===== src/rtl/rzi_pkg.sv =====
package rzi_pkg;
  typedef enum logic {
    RATE_SLOW = 1'b0,
    RATE_FAST = 1'b1
  } rate_e;
endpackage


===== src/rtl/rzi_sync.sv =====
module rzi_sync #(
  parameter int STAGES = 2
) (
  input  logic clk_i,
  input  logic rst_ni,
  input  logic d_i,
  output logic q_o
);
  logic [STAGES-1:0] s_q;

  generate
    if (STAGES == 1) begin : g_one
      always_ff @(posedge clk_i or negedge rst_ni) begin
        if (!rst_ni) s_q <= '0;
        else         s_q <= d_i;
      end
    end else begin : g_chain
      always_ff @(posedge clk_i or negedge rst_ni) begin
        if (!rst_ni) s_q <= '0;
        else         s_q <= {s_q[STAGES-2:0], d_i};
      end
    end
  endgenerate

  assign q_o = s_q[STAGES-1];
endmodule


===== src/rtl/rzi_tick_gen.sv =====
module rzi_tick_gen
  import rzi_pkg::*;
#(
  parameter int DIV_SLOW = 4,
  parameter int DIV_FAST = 2
) (
  input  logic  clk_i,
  input  logic  rst_ni,
  input  logic  en_i,
  input  rate_e rate_i,
  output logic  tick_o
);
  localparam int DMAX = (DIV_SLOW > DIV_FAST) ? DIV_SLOW : DIV_FAST;
  localparam int CW   = $clog2(DMAX + 1);

  logic [CW-1:0] cnt_q;
  logic [CW-1:0] lim;
  logic          tick_q;

  assign lim = (rate_i == RATE_FAST) ? CW'(DIV_FAST - 1) : CW'(DIV_SLOW - 1);

  always_ff @(posedge clk_i or negedge rst_ni) begin
    if (!rst_ni) begin
      cnt_q  <= '0;
      tick_q <= 1'b0;
    end else if (!en_i) begin
      cnt_q  <= '0;
      tick_q <= 1'b0;
    end else begin
      tick_q <= (cnt_q >= lim);
      cnt_q  <= (cnt_q >= lim) ? '0 : cnt_q + 1'b1;
    end
  end

  assign tick_o = tick_q;

  assert_tick_gap_R5: assert property (@(posedge clk_i) disable iff (!rst_ni)
    tick_o |=> !tick_o);
endmodule


===== src/rtl/rzi_tx.sv =====
module rzi_tx #(
  parameter int SPB     = 16,
  parameter int PULSE   = 4,
  parameter int LIT_MAX = 16
) (
  input  logic clk_i,
  input  logic rst_ni,
  input  logic en_i,
  input  logic tick_i,
  input  logic tx_bit_i,
  output logic bit_req_o,
  output logic led_o
);
  localparam int PW = $clog2(SPB);
  localparam int LW = $clog2(LIT_MAX + 2);

  logic [PW-1:0] ph_q;
  logic          cur_q;
  logic          led_q;

  assign bit_req_o = en_i & tick_i & (ph_q == '0);

  always_ff @(posedge clk_i or negedge rst_ni) begin
    if (!rst_ni) begin
      ph_q  <= '0;
      cur_q <= 1'b1;
      led_q <= 1'b0;
    end else if (!en_i) begin
      ph_q  <= '0;
      cur_q <= 1'b1;
      led_q <= 1'b0;
    end else if (tick_i) begin
      ph_q <= (ph_q == PW'(SPB - 1)) ? '0 : ph_q + 1'b1;
      if (ph_q == '0) begin
        cur_q <= tx_bit_i;
        led_q <= ~tx_bit_i;      // zero bit: light
      end else if (ph_q < PW'(PULSE)) begin
        led_q <= ~cur_q;
      end else begin
        led_q <= 1'b0;
      end
    end
  end

  assign led_o = led_q;

  // checker: consecutive lit clocks
  logic [LW-1:0] lit_q;
  always_ff @(posedge clk_i or negedge rst_ni) begin
    if (!rst_ni)                  lit_q <= '0;
    else if (!led_o)              lit_q <= '0;
    else if (lit_q <= LW'(LIT_MAX)) lit_q <= lit_q + 1'b1;
  end

  assert_dark_off_R1: assert property (@(posedge clk_i) disable iff (!rst_ni)
    !en_i |=> !led_o);
  assert_req_loads_R2: assert property (@(posedge clk_i) disable iff (!rst_ni)
    bit_req_o |=> (led_o == !$past(tx_bit_i)));
  assert_pulse_bound_R3: assert property (@(posedge clk_i) disable iff (!rst_ni)
    lit_q <= LW'(LIT_MAX));
  assert_req_single_R4: assert property (@(posedge clk_i) disable iff (!rst_ni)
    bit_req_o |=> !bit_req_o);
endmodule


===== src/rtl/rzi_rx.sv =====
module rzi_rx #(
  parameter int SPB     = 16,
  parameter int MIN_RUN = 2
) (
  input  logic clk_i,
  input  logic rst_ni,
  input  logic en_i,
  input  logic tick_i,
  input  logic lit_i,
  output logic bit_o,
  output logic bit_vld_o
);
  localparam int PW   = $clog2(SPB);
  localparam int RW   = $clog2(MIN_RUN + 1);
  localparam int HALF = SPB / 2;

  logic [PW-1:0] wph_q;
  logic [RW-1:0] run_q;
  logic          hit_q, lock_q, bit_q, vld_q;
  logic          det;

  // pulse detected on the sample that completes the minimum run
  assign det = tick_i & lit_i & (run_q == RW'(MIN_RUN - 1));

  always_ff @(posedge clk_i or negedge rst_ni) begin
    if (!rst_ni) begin
      wph_q  <= '0;
      run_q  <= '0;
      hit_q  <= 1'b0;
      lock_q <= 1'b0;
      bit_q  <= 1'b1;
      vld_q  <= 1'b0;
    end else if (!en_i) begin
      wph_q  <= '0;
      run_q  <= '0;
      hit_q  <= 1'b0;
      lock_q <= 1'b0;
      bit_q  <= 1'b1;
      vld_q  <= 1'b0;
    end else begin
      vld_q <= 1'b0;
      if (tick_i) begin
        if (!lit_i)                         run_q <= '0;
        else if (run_q != RW'(MIN_RUN))     run_q <= run_q + 1'b1;

        if (det) begin
          // early pulse closes the running window first
          if (lock_q && wph_q >= PW'(HALF)) begin
            vld_q <= 1'b1;
            bit_q <= ~hit_q;
          end
          lock_q <= 1'b1;
          hit_q  <= 1'b1;
          wph_q  <= PW'(MIN_RUN);
        end else if (wph_q == PW'(SPB - 1)) begin
          wph_q <= '0;
          hit_q <= 1'b0;
          if (lock_q) begin
            vld_q <= 1'b1;
            bit_q <= ~hit_q;
          end
        end else begin
          wph_q <= wph_q + 1'b1;
        end
      end
    end
  end

  assign bit_o     = bit_q;
  assign bit_vld_o = vld_q;

  assert_no_bit_unlocked_R7: assert property (@(posedge clk_i) disable iff (!rst_ni)
    !lock_q |=> !bit_vld_o);
  assert_one_per_window_R8: assert property (@(posedge clk_i) disable iff (!rst_ni)
    bit_vld_o |=> !bit_vld_o);
  assert_quiet_off_R1: assert property (@(posedge clk_i) disable iff (!rst_ni)
    !en_i |=> !bit_vld_o);
endmodule


===== src/rtl/rzi_codec.sv =====
module rzi_codec #(
  parameter int SAMPLES_PER_BIT = 16,
  parameter int DIV_SLOW        = 4,
  parameter int DIV_FAST        = 2,
  parameter int MIN_RUN         = 2,
  parameter int SYNC_STAGES     = 2
) (
  input  logic clk_i,
  input  logic rst_ni,
  input  logic en_i,
  input  logic rate_i,
  input  logic tx_bit_i,
  output logic bit_req_o,
  output logic led_o,
  input  logic pd_i,
  output logic rx_bit_o,
  output logic rx_vld_o
);
  localparam int PULSE   = SAMPLES_PER_BIT / 4;
  localparam int DMAX    = (DIV_SLOW > DIV_FAST) ? DIV_SLOW : DIV_FAST;
  localparam int LIT_MAX = PULSE * DMAX;

  logic tick;
  logic pd_s;

  rzi_tick_gen #(.DIV_SLOW(DIV_SLOW), .DIV_FAST(DIV_FAST)) u_tick (
    .clk_i  (clk_i),
    .rst_ni (rst_ni),
    .en_i   (en_i),
    .rate_i (rzi_pkg::rate_e'(rate_i)),
    .tick_o (tick)
  );

  rzi_tx #(.SPB(SAMPLES_PER_BIT), .PULSE(PULSE), .LIT_MAX(LIT_MAX)) u_tx (
    .clk_i     (clk_i),
    .rst_ni    (rst_ni),
    .en_i      (en_i),
    .tick_i    (tick),
    .tx_bit_i  (tx_bit_i),
    .bit_req_o (bit_req_o),
    .led_o     (led_o)
  );

  rzi_sync #(.STAGES(SYNC_STAGES)) u_sync (
    .clk_i  (clk_i),
    .rst_ni (rst_ni),
    .d_i    (pd_i),
    .q_o    (pd_s)
  );

  rzi_rx #(.SPB(SAMPLES_PER_BIT), .MIN_RUN(MIN_RUN)) u_rx (
    .clk_i     (clk_i),
    .rst_ni    (rst_ni),
    .en_i      (en_i),
    .tick_i    (tick),
    .lit_i     (pd_s),
    .bit_o     (rx_bit_o),
    .bit_vld_o (rx_vld_o)
  );
endmodule


===== config.mk =====
export PLATFORM = sky130hd
export DESIGN_NAME = rzi_codec
export DESIGN_NICKNAME = d
export VERILOG_FILES = /design/src/rtl/rzi_pkg.sv /design/src/rtl/rzi_sync.sv /design/src/rtl/rzi_tick_gen.sv /design/src/rtl/rzi_tx.sv /design/src/rtl/rzi_rx.sv /design/src/rtl/rzi_codec.sv
export SDC_FILE = /design/constraint.sdc
export NUM_CORES = 1
export LEC_CHECK = 0
export BUFFER_PORTS_ARGS = -buffer_cell sky130_fd_sc_hd__buf_2
export CAP_MARGIN = 15
export CORE_UTILIZATION = 60
export CTS_BUF_LIST = sky130_fd_sc_hd__clkbuf_4
export DETAILED_ROUTE_END_ITERATION = 10
export PLACE_DENSITY = 0.8
export SYNTH_ARGS = -nofsm -noshare
export SYNTH_HDL_FRONTEND = slang
export SYNTH_SLANG_ARGS = --single-unit
export TNS_END_PERCENT = 20

===== constraint.sdc =====
create_clock -name clk_i -period 1.5 [get_ports clk_i]
set_input_delay 0.3 -clock clk_i [delete_from_list [all_inputs] [get_ports clk_i]]
set_output_delay 0.3 -clock clk_i [all_outputs]
set_load 0.005 [all_outputs]

==> flow_summary.toml, run 1 <==
[status]
outcome = "complete, but fails checks"
failed_checks = "setup timing"

[pwr]
power.share.sequential = 0.589
power_switching_w = 0.0002998
p_leak_nw = 0.5742
internal_power_w = 0.0008194
swShare = 0.2679
power_w = 0.001119
power_density_nw_per_um2 = 866.8
clock_power_share = 0.236
peakVddDrop_mv = 0.5842
power_frac_comb = 0.175

[synthesis]
syn_inst = 107
synth-compound-area-share = 0.1400
synth_area_leader_cell = "dfrtp_1"
synth_top_area_frac = 0.4444
synth_fa_ha_area_frac = 0.08889
synth-simple-area-share = 0.1978
async_flop_share = 1.000
synth_edf_count = 0
syn_area_per_cell_um2 = 10.52
ys_top_cells_by_count = "dfrtp_1 (20), ha_1 (8), nand2_1 (7), inv_1 (6)"
synth-main-ff-cell = "dfrtp_1"
synthesis.nets = 121
synth_xor_area_frac = 0.007778
ys_seq_area_frac = 0.4911
ys_top_cells_by_area = "dfrtp_1 (44%), ha_1 (8.9%), dfstp_2 (4.7%)"
ys_types = 34
ys_ff_latch = 22
synth_top_family_by_area = "simple AND/OR/NAND/NOR gates"
synthesis.area_um2 = 1126
synth_most_common_cell = "dfrtp_1"
yosys_warnings = 0
synthMuxAreaShare = 0.03556

[clock_network]
cts_tree = "built"
clockRootBuffer = "clkbuf_4"
clk_pin_slew_worst_paths_ns = 0.11
clk_path_buf_depth = 2
numCtsBuffers = 3
clk_latency_ns = 0.30
cts_num_sinks = 22
h-tree-depth = 1

[global_route]
grt_max_degree = 23
antenna_found_initial = 0
gr-usage-all-layers = 0.2330
grt_pass1_vias = 804
grt_pass1_wl_mm = 3.360
grt-ovfl-total = 0

[floorplanning]
die_area_um2 = 2054
pin_count = 10
rows = 15
die_h_um = 45.32
core_area_um2 = 1745
start_util = 0.6452
die_w_um = 45.32

[final_layout]
fillers = 142
design_area_um2 = 1291
num_antenna_cells = 0
fin_nets = 139
fin_cells = 148
register_area_um2 = 553.0
multiInputGateArea_um2 = 544.3
drive_above_1_share = 0.2114
syn_to_final_growth_pct = 14.67

[min_path]
hold_class = "in2reg"

[sta]
drv_slew = 0
timing.fmax_mhz = 591.0
worst_pin_slew_ns = 0.4879
layout_min_cycle_time_ns = 1.692
rsz0062_at_grt = "true"
slew_headroom = 0.6747
skew_ns = 0.002856
hold_viol_final = 0
fin_crit_sh = 1.128
setup_ws_ns = -0.1922
setup_viol = 1

[worst_setup_path]
slowest_stage = "dfrtp_1"
path_max_fanout = 2
required_ns = 1.20
arrival_ns = 1.39
critPathMaxStageDelay_ns = 0.41
worstSetupEndpointType = "output pin"
worstSetupPathType = "reg2out"
critPathLaunchType = "flip-flop"
path_cells = "inv_2, ha_4, and4bb_2, and2_4, buf_6"

[routing]
route.detailed.drc = 0
antenna_left = 0
vias = 858
routed_wl_mm = 2.097
drtIter0Drc = 23
wl_per_cell_um = 14.17
drt-pass1-iter-count = 4
avgViaCountPerCell = 5.797

[place]
port_buffers = 9
postPlaceCellArea_um2 = 1215
dp_hpwl_mm = 1.451
routabilityCongestion = 0.7514
dp.cells = 141

[run]
max-cap-violations = 0
-- timing repair --
action / 4_1_cts / 5_1_grt
resized for setup: 1 / 4
hold buffers: 1 / 0
hold endpoints to repair: 20 / 0
endpoints found under the setup margin: 1 / 1
setup buffers: 3 / 0
pin swaps: 2 / 1
-- worst paths after layout --
check | start | end | slack, ns | cells after the start
setup / recovery | u_tx.ph_q[0] | bit_req_o | -0.19 | 5
hold / removal | pd_i | u_sync.s_q[0] | 0.09 | 1
setup reg to reg | u_rx.wph_q[0] | u_rx.wph_q[3] | 0.11 | 4
hold reg to reg | u_sync.s_q[0] | u_sync.s_q[1] | 0.36 | 0
max in group asynchronous | rst_ni | u_rx.bit_o | 0.66 | 2
min in group asynchronous | rst_ni | u_rx.run_q[0] | 0.48 | 2
-- metrics by stage --
stage                     setup slack, ns  hold slack (ns)  TNS, ns  utilization
after global routing              -0.2503          0.07739  -0.2503       0.7398
after global placement            0.09406           0.2850        0       0.6961
final                             -0.1922          0.09290  -0.1922       0.7398
after floorplan                    0.1792         0.004409        0            -
after CTS                         -0.1798          0.09140  -0.1798       0.7290
after detailed placement          0.06438           0.2871        0       0.6961
-- layer usage --
| layer | track usage | share of wire |
|---|---|---|
| met2 | 0.4261 | 0.52 |
| met1 | 0.2677 | 0.45 |
| met3 | 0.04000 | 0.025 |
| met4 | 0.09091 | 0.010 |
| met5 | 0 | 0 |
-- state kept, by name, summed over array words and instances (netlist names) --
| name | flops |
|---|---|
| u_tick.cnt_q | 3 |
| u_rx.lock_q | 1 |
| u_tick.tick_o | 1 |
| u_tx.cur_q | 1 |
| u_tx.led_o | 1 |
| u_rx.wph_q | 4 |
| u_sync.s_q | 2 |
| u_rx.bit_o | 1 |
| u_rx.bit_vld_o | 1 |
| u_tx.ph_q | 4 |
| u_rx.hit_q | 1 |
| u_rx.run_q | 2 |
-- kinds of logic (layout without fill, tap and decap cells) --
kind of cell | after synthesis | count (layout)
simple gates | 37 | 37
compound gates | 24 | 24
flops | 22 | 22
buf+inv | 11 | 27
fa+ha+maj | 8 | 8
mux | 4 | 4
xor+xnor | 1 | 1
-- power groups by stage --
stage          Clock [W]  Combinational [W]  Sequential (W)
2_1_floorplan          0           0.000117        0.000663
3_3_place_gp           0           0.000165        0.000667
3_5_place_dp           0           0.000171        0.000671
4_1_cts         0.000271           0.000186        0.000659
5_1_grt         0.000297           0.000222        0.000662
6_report        0.000264           0.000196        0.000660
-- layout by cell type (no fill, tap or decap), types with 4 or more instances in the layout --
| cell | count |
|---|---|
| dfrtp_1 | 20 |
| buf_2 | 8 |
| nand2_1 | 7 |
| ha_1 | 7 |
| buf_4 | 7 |
| inv_1 | 5 |
| a21oi_1 | 5 |
| nor2b_1 | 5 |
| a21boi_0 | 5 |
| o21ai_0 | 5 |
| mux2i_1 | 4 |
| nand3_1 | 4 |
| nand2b_1 | 4 |
-- final cells by class --
class,instances,area share
clock buffer,3,0.01744
inverter,7,0.02035
multi-input combinational,74,0.4215
sequential,22,0.4283
tap,25,0.02422
timing repair buffer,17,0.08818
-- critical path: cells and delay by family (launching register included) --
| family | cells | cell delay, ns |
|---|---|---|
| AND/OR/NAND/NOR | 2 | 0.38 |
| buffers and inverters | 2 | 0.17 |
| flip-flops | 1 | 0.41 |
| adder cells (fa/ha/maj) | 1 | 0.13 |
Note: power is estimated with default switching activity, not from simulation.
==> run 2, diff against run 1 <==
Settings changed: CORE_MARGIN from default to 3, TNS_END_PERCENT 20 to default.
==> flow_summary.toml, run 2 (same netlist as run 1, synthesis figures left out) <==
[status]
outcome = "complete, but fails checks"
failed_checks = "setup timing"

[worst_setup_path]
worstSetupEndpointType = "output pin"
required_ns = 1.20
worstSetupPathType = "reg2out"
r2r_slack_ns = 0.15
path_max_fanout = 2
arrival_ns = 1.38
critPathLaunchType = "flip-flop"

[sta]
timing.fmax_mhz = 594.2
hold_viol_final = 0
rsz0062_at_grt = "true"
fin_crit_sh = 1.122
slew_headroom = 0.6799
skew_ns = 0.009920
setup_viol = 1
layout_min_cycle_time_ns = 1.683
setup_ws_ns = -0.1828
drv_slew = 0
worst_pin_slew_ns = 0.4802

[clock_network]
cts_num_sinks = 22
numCtsBuffers = 3
clk_pin_slew_worst_paths_ns = 0.13
clk_path_buf_depth = 2
h-tree-depth = 1
cts_tree = "built"
clk_latency_ns = 0.30
clockRootBuffer = "clkbuf_4"

[final_layout]
design_area_um2 = 1335
syn_to_final_growth_pct = 18.56
num_antenna_cells = 0
final_core_util = 0.7649
drive_above_1_share = 0.2283
fin_nets = 142
fillers = 117
largest_registers = "u_rx.wph_q x4, u_tx.ph_q x4, u_tick.cnt_q x3"
layout.cells.most_common_list = "dfrtp_1 (20), buf_4 (10), buf_2 (9), nand2_1 (7), ha_1 (7)"
final_common_cell = "dfrtp_1"

[place]
postPlaceCellArea_um2 = 1215
dp_hpwl_mm = 1.302
port_buffers = 9
routabilityCongestion = 0.7995

[floorplanning]
rows = 15
core_area_um2 = 1745
pin_count = 10
start_util = 0.6452
die_area_um2 = 2432
die_h_um = 49.32
die_w_um = 49.32

[global_route]
grt_pass1_wl_mm = 3.401
antenna_found_initial = 0
grt_max_degree = 23
grt_pass1_vias = 804
grt-ovfl-total = 0
gr-usage-all-layers = 0.1776

[pwr]
power_density_nw_per_um2 = 979.9
p_leak_nw = 0.6001
power_w = 0.001308
peakVddDrop_mv = 0.7023

[routing]
avgViaCountPerCell = 5.414
routed_wl_mm = 1.892
vias = 823
drt-pass1-iter-count = 4
route.detailed.drc = 0
drtIter0Drc = 8
antenna_left = 0
wl_per_cell_um = 12.45

[run]
max-cap-violations = 0

[min_path]
hold_class = "in2reg"
## run 2: changes by cell type in the layout (fill, tap and decap cells not counted)
cell | before | now
bufinv_16 | 0 | 1
and2_1 | 3 | 4
buf_2 | 8 | 9
buf_4 | 7 | 10
and2_4 | 1 | 0
buf_6 | 1 | 0
## run 2: through the flow
stage | cells | setup TNS, ns | hold WS (ns) | setup slack [ns]
final | 152 | -0.1828 | 0.1022 | -0.1828
after global routing | 152 | -0.2493 | 0.07670 | -0.2493
after CTS | 151 | -0.1844 | 0.09650 | -0.1844
after detailed placement | 141 | 0 | 0.2895 | 0.05905
after global placement | 141 | 0 | 0.2855 | 0.09451
after floorplan | 107 | 0 | 0.004409 | 0.1792
## run 2: report_power, final
group          switching [W]  total, W  leakage [nW]  internal (W)
logic              0.0000990  0.000207         0.280      0.000108
registers          0.0000284  0.000656         0.292      0.000628
clock network       0.000175  0.000445        0.0279      0.000270
## run 2: metal layers
layer | vias up | routed length (um) | track usage
met5 | - | 0 | 0
met1 | 395 | 886 | 0.2369
li1 | 411 | - | -
met3 | 2 | 69 | 0.03976
met2 | 15 | 928 | 0.2924
met4 | 0 | 8 | 0.04265
## run 2: worst max-delay path: stages, from the launching register on
cell and delay, ns:
dfrtp_1 0.38, inv_2 0.06, ha_4 0.15, and4bb_2 0.22, and2_1 0.15, buf_2 0.12
## run 2: area by class of cell
cell class | instances | area (um2) | share of cell area
Clock inverter | 1 | 30.03 | 0.02249
Tap cell | 25 | 31.28 | 0.02343
Timing Repair Buffer | 20 | 130.1 | 0.09747
Clock buffer | 3 | 22.52 | 0.01687
Inverter | 7 | 26.28 | 0.01968
Multi-Input combinational cell | 74 | 541.8 | 0.4058
Sequential cell | 22 | 553.0 | 0.4142
## run 2: path summary, 6_finish.rpt
path,to,start,cells after the start
max,bit_req_o,u_tx.ph_q[0],5
min,u_sync.s_q[0],pd_i,1
max reg2reg,u_rx.wph_q[3],u_rx.run_q[0],4
min reg2reg,u_sync.s_q[1],u_sync.s_q[0],0
max in group asynchronous,u_rx.bit_o,rst_ni,2
min in group asynchronous,u_tx.led_o,rst_ni,2
## run 2: repair_timing
item | CTS | global route
buffers inserted | 5 | 1
pin swaps | 1 | 1
resized for setup | 3 | 0
hold endpoints to repair | 20 | 0
endpoints found under the setup margin | 1 | 1
hold buffers | 1 | 0
